### config.mk
export PLATFORM = sky130hd
export DESIGN_NAME = xlat_recent_cache
export DESIGN_NICKNAME = d
export VERILOG_FILES = /design/src/rtl/xlat_recent_cache.sv
export SDC_FILE = /design/constraint.sdc
export NUM_CORES = 1
export LEC_CHECK = 0
export ABC_AREA = 0
export BUFFER_PORTS_ARGS = -buffer_cell sky130_fd_sc_hd__buf_4
export CAP_MARGIN = 30
export CELL_PAD_IN_SITES_DETAIL_PLACEMENT = 0
export CELL_PAD_IN_SITES_GLOBAL_PLACEMENT = 2
export CORE_MARGIN = 2
export CORE_UTILIZATION = 41
export CTS_CLUSTER_SIZE = 40
export DETAILED_ROUTE_END_ITERATION = 8
export GPL_TIMING_DRIVEN = 0
export PLACE_DENSITY = 0.9
export REMOVE_ABC_BUFFERS = 1
export SYNTH_ARGS = -nofsm -noshare
export SYNTH_HDL_FRONTEND = slang
export SYNTH_SLANG_ARGS = --single-unit
export TNS_END_PERCENT = 50
### constraint.sdc
create_clock -name clk -period 16.5 [get_ports clk]
set_clock_uncertainty 0.1 [all_clocks]
set_input_delay 2.475 -clock clk [delete_from_list [all_inputs] [get_ports clk]]
set_output_delay 2.475 -clock clk [all_outputs]
set_load 0.005 [all_outputs]
### src/rtl/xlat_recent_cache.sv
module xlat_recent_cache #(
  parameter int VA_W   = 16,
  parameter int PA_W   = 20,
  parameter int ASI_W  = 8,
  parameter int SIZE_W = 4,
  parameter int CTX_W  = 8,
  parameter int ID_W   = 6
) (
  input  logic              clk,
  input  logic              rst_n,
  input  logic [CTX_W-1:0]  ctx_state,
  input  logic              tlb_modify,
  input  logic              req_valid,
  input  logic [VA_W-1:0]   req_va,
  input  logic [SIZE_W-1:0] req_size,
  input  logic [ASI_W-1:0]  req_asi,
  input  logic              req_implicit,
  input  logic              fill_valid,
  input  logic [ID_W-1:0]   fill_id,
  input  logic [VA_W-1:0]   fill_va,
  input  logic [VA_W-1:0]   fill_mask,
  input  logic [PA_W-1:0]   fill_pa,
  input  logic [ASI_W-1:0]  fill_asi,
  input  logic              fill_implicit,
  output logic              rsp_valid,
  output logic              rsp_hit,
  output logic              rsp_miss,
  output logic [PA_W-1:0]   rsp_paddr
);
  localparam int EXT_W = VA_W + 1;
  localparam int NSLOT = 2;

  logic              cache_vld;
  logic [CTX_W-1:0]  ctx_q;
  logic              s_occ  [NSLOT];
  logic [ID_W-1:0]   s_id   [NSLOT];
  logic [VA_W-1:0]   s_va   [NSLOT];
  logic [VA_W-1:0]   s_mask [NSLOT];
  logic [PA_W-1:0]   s_pa   [NSLOT];
  logic [ASI_W-1:0]  s_asi  [NSLOT];

  logic [NSLOT-1:0]  slot_hit;
  logic [NSLOT-1:0]  slot_known;
  logic [PA_W-1:0]   slot_pa [NSLOT];

  wire [ASI_W-1:0] req_code  = req_implicit  ? '0 : req_asi;
  wire [ASI_W-1:0] fill_code = fill_implicit ? '0 : fill_asi;
  wire             ctx_ok    = cache_vld && (ctx_q == ctx_state);
  wire [EXT_W-1:0] req_lo    = EXT_W'(req_va);
  wire [EXT_W-1:0] req_end   = EXT_W'(req_va) + EXT_W'(req_size);

  for (genvar g = 0; g < NSLOT; g++) begin : g_slot
    wire [EXT_W-1:0] ent_lo  = EXT_W'(s_va[g]);
    wire [EXT_W-1:0] ent_end = EXT_W'(s_va[g]) + EXT_W'(s_mask[g]);
    assign slot_hit[g]   = ctx_ok && s_occ[g] && (s_asi[g] == req_code) &&
                           (ent_lo < req_end) && (ent_end > req_lo);
    assign slot_pa[g]    = (s_pa[g] & ~PA_W'(s_mask[g])) |
                           PA_W'(req_va & s_mask[g]);
    assign slot_known[g] = cache_vld && s_occ[g] && (s_id[g] == fill_id);
  end

  assign rsp_miss = rsp_valid & ~rsp_hit;

  always_ff @(posedge clk) begin
    if (!rst_n) begin
      rsp_valid <= 1'b0;
      rsp_hit   <= 1'b0;
      rsp_paddr <= '0;
      cache_vld <= 1'b0;
      ctx_q     <= '0;
      for (int i = 0; i < NSLOT; i++) begin
        s_occ[i]  <= 1'b0;
        s_id[i]   <= '0;
        s_va[i]   <= '0;
        s_mask[i] <= '0;
        s_pa[i]   <= '0;
        s_asi[i]  <= '0;
      end
    end else begin
      rsp_valid <= req_valid;
      rsp_hit   <= req_valid && (|slot_hit);
      rsp_paddr <= slot_hit[0] ? slot_pa[0] : (slot_hit[1] ? slot_pa[1] : '0);
      if (tlb_modify) begin
        cache_vld <= 1'b0;
      end else if (fill_valid) begin
        cache_vld <= 1'b1;
        ctx_q     <= ctx_state;
        if (slot_known == '0) begin
          s_occ[1]  <= cache_vld && s_occ[0];
          s_id[1]   <= s_id[0];
          s_va[1]   <= s_va[0];
          s_mask[1] <= s_mask[0];
          s_pa[1]   <= s_pa[0];
          s_asi[1]  <= s_asi[0];
          s_occ[0]  <= 1'b1;
          s_id[0]   <= fill_id;
          s_va[0]   <= fill_va;
          s_mask[0] <= fill_mask;
          s_pa[0]   <= fill_pa;
          s_asi[0]  <= fill_code;
        end
      end
    end
  end
endmodule

# Yosys cells after proc, flatten, opt, wreduce, memory -nomap -nowiden
# Memories as Yosys holds them, arrays and structs flattened.
# Index checks and enable logic that the tools add are counted.
# word_totals
ff_bits	31
latch_bits	0
ramBits	134
romBits	0
inputBits	109
output_inout_bits	23
word_cells	87
mem_count	6
# memory_table
memory	depth	width	read_ports	rd_clocked_by_memory_dff	write_ports	line	text
s_pa	2	20	2	0	2	39	logic [PA_W-1:0] s_pa [NSLOT];
s_mask	2	16	2	0	2	38	logic [VA_W-1:0] s_mask [NSLOT];
s_va	2	16	2	0	2	37	logic [VA_W-1:0] s_va [NSLOT];
s_asi	2	8	2	0	2	40	logic [ASI_W-1:0] s_asi [NSLOT];
s_id	2	6	2	0	2	36	logic [ID_W-1:0] s_id [NSLOT];
s_occ	2	1	2	0	2	35	logic s_occ [NSLOT];
# op_classes
addsub	3
multipliers	0
div_mod_pow	0
n_lt_le_gt_ge	4
eq_ne	5
shift	0
muxes	22
bitwise_logic	24
n_reduce_logical	18
# ops
op	count
20-bit 2-to-1 mux	4
16-bit 2-to-1 mux	4
20-bit AND	2
16-bit NOT with 20-bit output	2
20-bit by 16-bit bitwise OR with 20-bit output	2
16-bit by 16-bit adder with 17-bit output	2
17-bit by 16-bit greater-than comparator with 1-bit output	2
16-bit by 17-bit < comparator with 1-bit output	2
16-bit AND	2
8-bit 2-to-1 mux	4
8-bit equality test	3
16-bit by 4-bit adder with 17-bit output	1
1-bit logical AND	14
6-bit equality test	2
6-bit 2-to-1 mux	2
1-bit bitwise OR	12
1-bit 2-to-1 mux	8
2-bit OR reduction	2
1-bit NOT	3
2-bit zero test	1
2-bit AND reduction	1
1-bit AND	1

# Depth between registers and ports, before layout
# An unclocked memory read counts as a cell.
# logic_depth
depth_word	10
ltp_mapped	22

# Worst setup path before layout
# No wires, ideal clock.
# synth_timing
path_type	input port to flip-flop
startpoint	input port fill_valid
endpoint	memory s_asi[0][0] (enable)
setup_time_ns	0.517
arrival_ns	6.749
setup_slack_ns	9.134
cell_stages	6
n_path_buf	3
path_cell_list	nor2b_1 > clkbuf_1 > and3_1 > clkbuf_1 > clkbuf_1 > nand2b_1
# synth_lines
item	line	text
start: declaration	18	input logic fill_valid,
end: declaration	40	

# Final worst setup path
# layout_timing
startpoint	input port req_va[0]
endpoint	register rsp_paddr[18]
# layout_via
elab_chain_len	6
elab_cells_between_ends	11
cone_classes	add/sub: 1; order compare: 4; mux: 2; reduce/logical: 4
# layout_lines
item	line	text
start: declaration	14	input logic [VA_W-1:0] req_va,
16-bit by 4-bit adder with 17-bit output	50	wire [EXT_W-1:0] req_end = EXT_W'(req_va) + EXT_W'(req_size);
16-bit by 17-bit < comparator with 1-bit output	56	(ent_lo < req_end) && (ent_end > req_lo);
1-bit logical AND	55	assign slot_hit[g] = ctx_ok && s_occ[g] && (s_asi[g] == req_code) &&
1-bit logical AND	56	
20-bit 2-to-1 mux	82	rsp_paddr <= slot_hit[0] ? slot_pa[0] : (slot_hit[1] ? slot_pa[1] : '0);
20-bit 2-to-1 mux *	82	
end signal: assignment	82	
end: declaration	28	output logic [PA_W-1:0] rsp_paddr
# Mark *: on every way between the ends. The rest lies on a longest branch, timed or not.
# A chain may end at the register's enable or synchronous reset.

==> summary.txt <==
average wire per standard cell = 17.2 µm
drt pass-1 iters = 6
Clock Path Buffers = 2
Antenna Nets Post-Route = 0
xor/xnor share of the synthesized area = 5.36%
Mapped Area = 0.0101 mm²
Worst VDD drop = 0.0000500 V
layout cell share with drive strength beyond 1 = 16.9%
critical path's slowest cell = a21oi_4
post-synthesis sequential area ratio = 45.8%
synth-to-layout area growth = 19.8%
DR DRC count = 0
ys async rst share = 0%
measured slew at the worst slew-check pin = 0.806 ns
vias per cell = 5.27
post-route clock period utilization = 42.8%
Max Freq = 142 MHz
ant diodes = 0
unrepaired setup endpoints after global routing = no
synth unique cells = 59
total routing usage reported by global routing = 19.3%
r2r setup slk = 10.95 ns
commonest non-fill, non-tap cell in the layout = edfxtp_1
num rows = 57
Cells after Synth = 978
Die W = 161 µm
Starting Density = 41.7%
status = finished clean
CP Launch Type = input pin
placed cells = 1404
Final Hold Vio Count = 0
leakage = 5.50 nW
Placed Area = 0.0115 mm²
Slew headroom = 46.2%
CP Capture Type = flip-flop
GP Congestion = 0.796
1st-iter DRT viols = 366
number of port buffers = 131
Cell Chain, Critical Path = buf_4, ha_1, fa_1, a21o_1, a21oi_1, nor2_1, and4_1, xnor2_1, ha_1, a21o_1, a2111oi_0, o21ai_0, a31oi_1, o21ai_0, a41o_1, a21oi_4, a21boi_2
global-route wire length before repair = 39100 µm
max incr delay on CP = 0.67 ns
vias = 7564
class of the most critical hold timing path = flip-flop to flip-flop
CTS root buf = clkbuf_16
fillers = 2293
final instance count without filler cells = 1436
predominant post-synthesis flop cell = edfxtp_1
Post-synth EDFFs = 134
pwr/cell area = 89.2 mW/mm²
Post-CTS Setup Bufs = 0
worst path required time = 16.77 ns
peak fanout along the critical path = 20
H-tree depth = 4
Clk pin slew, worst setup/hold paths = 0.08 ns
cell area after layout = 0.0121 mm²
CP arrival = 7.33 ns
Max Cap Viol = 0
CTS Buf Count = 17
initial antenna violation count = 0
Post-Route WL = 24700 µm
largest net degree at the start of global routing = 76
max-slew violations = 0
synthesized area per cell = 10.4 µm²
Yosys warning count = 0
largest family of logic cells by synthesized area = simple AND/OR/NAND/NOR gates
Final Setup Violations = 0
CTS tree = built
vias in the first global route = 7204
setup TNS = 0 ns
Crit Path Category = input pin to flip-flop
worst skew pair latency = 0.43 ns
mux cell area share after synthesis = 0%
full die area = 0.0260 mm²
Num Clock Sinks = 165
Layout Nets = 1309
compound-gate portion of the synthesized area = 12.8%
Post-Synth Simple-Gate Area = 20.3%
I/O pin count = 132
flop and latch count out of synthesis = 165
CTS Hold Bufs = 0
most frequent cells in the layout = edfxtp_1 (134), buf_4 (131), and3_1 (125)
Final min period = 7.06 ns
Overflow after GRT = 0
Post-Synth Adder-Cell Area = 12.7%
Core ar. = 0.0243 mm²
DP HPWL = 18300 µm
count of cells resized by post-cts repair = 0
chip height = 161 µm
path summary, 6_finish.rpt:
path                            start                       end  cells after the start
max reg2reg  s_va[0][1]$_SDFFCE_PN0P_  rsp_paddr[18]$_SDFF_PN0_                     19
min             ctx_q[7]$_SDFFE_PN0P_     ctx_q[7]$_SDFFE_PN0P_                      2
min reg2reg     ctx_q[7]$_SDFFE_PN0P_     ctx_q[7]$_SDFFE_PN0P_                      2
max                         req_va[0]  rsp_paddr[18]$_SDFF_PN0_                     17
cells in the mapped netlist, types with 22 or more instances:
cell type  count  area share [%]
clkbuf_1      35             1.3
xnor2_1       51             4.4
a21oi_1       78             3.9
o21a_1        24             1.8
o21ai_0       22             1.1
ha_1          98              12
inv_1         39             1.4
nand2b_1      42             2.6
nor2_1        45             1.7
edfxtp_1     134              40
and3_1       126             7.8
nand2_1       78             2.9
dfxtp_1       31             6.1
metrics by stage:
stage | power, mW | setup slack (ns) | util (%) | hold WS (ns)
detailed placement | 0.681 | 8.88 | 47.4 | 0.360
global route | 1.14 | 9.12 | 49.9 | 0.386
finish | 1.08 | 9.44 | 49.9 | 0.372
floorplan | 0.610 | 8.14 | - | 0.349
global placement | 0.678 | 4.80 | 46.7 | 0.355
CTS | 1.09 | 9.34 | 49.9 | 0.371
worst max-delay path, delay by kind of cell:
kind | cells | cell delay, ns
xor gates and xnor gates | 1 | 0.19
adders and majority gates | 3 | 0.92
AOI/OAI and AO/OA | 10 | 3.04
buffers and inverters | 1 | 0.14
and+or+nand+nor | 2 | 0.54
cell type report:
class	count	area [µm²]	area share, %
flip-flops and latches	165	4640	38.3
clock buffers	19	464	3.82
multi-input cells	736	5200	42.8
inverters	40	150	1.24
clock inverters	13	141	1.16
repair buffers	139	1140	9.36
well taps	324	405	3.34
cell families (layout without fill, tap and decap cells):
family / Yosys count / count (layout)
xor gates and xnor gates: 62 / 62
and+or+nand+nor: 373 / 373
AOI/OAI and AO/OA: 200 / 200
adders and majority gates: 101 / 101
DFF: 165 / 165
buffers and inverters: 77 / 211
registers in the layout, summed over array words and instances, names as in the netlist:
register / flops
s_pa: 40
s_mask: 32
s_va: 32
rsp_paddr: 20
s_asi: 16
s_id: 12
ctx_q: 8
s_occ: 2
cache_vld: 1
rsp_hit: 1
rsp_valid: 1
power breakdown:
part	internal (mW)	switching [mW]
Sequential	0.472	0.0148
Combinational	0.0851	0.0981
Clock	0.217	0.196
routing by layer:
layer | routed length, µm | part of all wire, % | vias up | GRT usage [%]
li1 | - | - | 3838 | -
met1 | 11800 | 48 | 3598 | 27.2
met2 | 11800 | 48 | 113 | 31.2
met3 | 962 | 3.9 | 15 | 3.62
met4 | 199 | 0.80 | 0 | 3.81
met5 | 0 | 0 | - | 0
(Power assumes the default switching activity.)
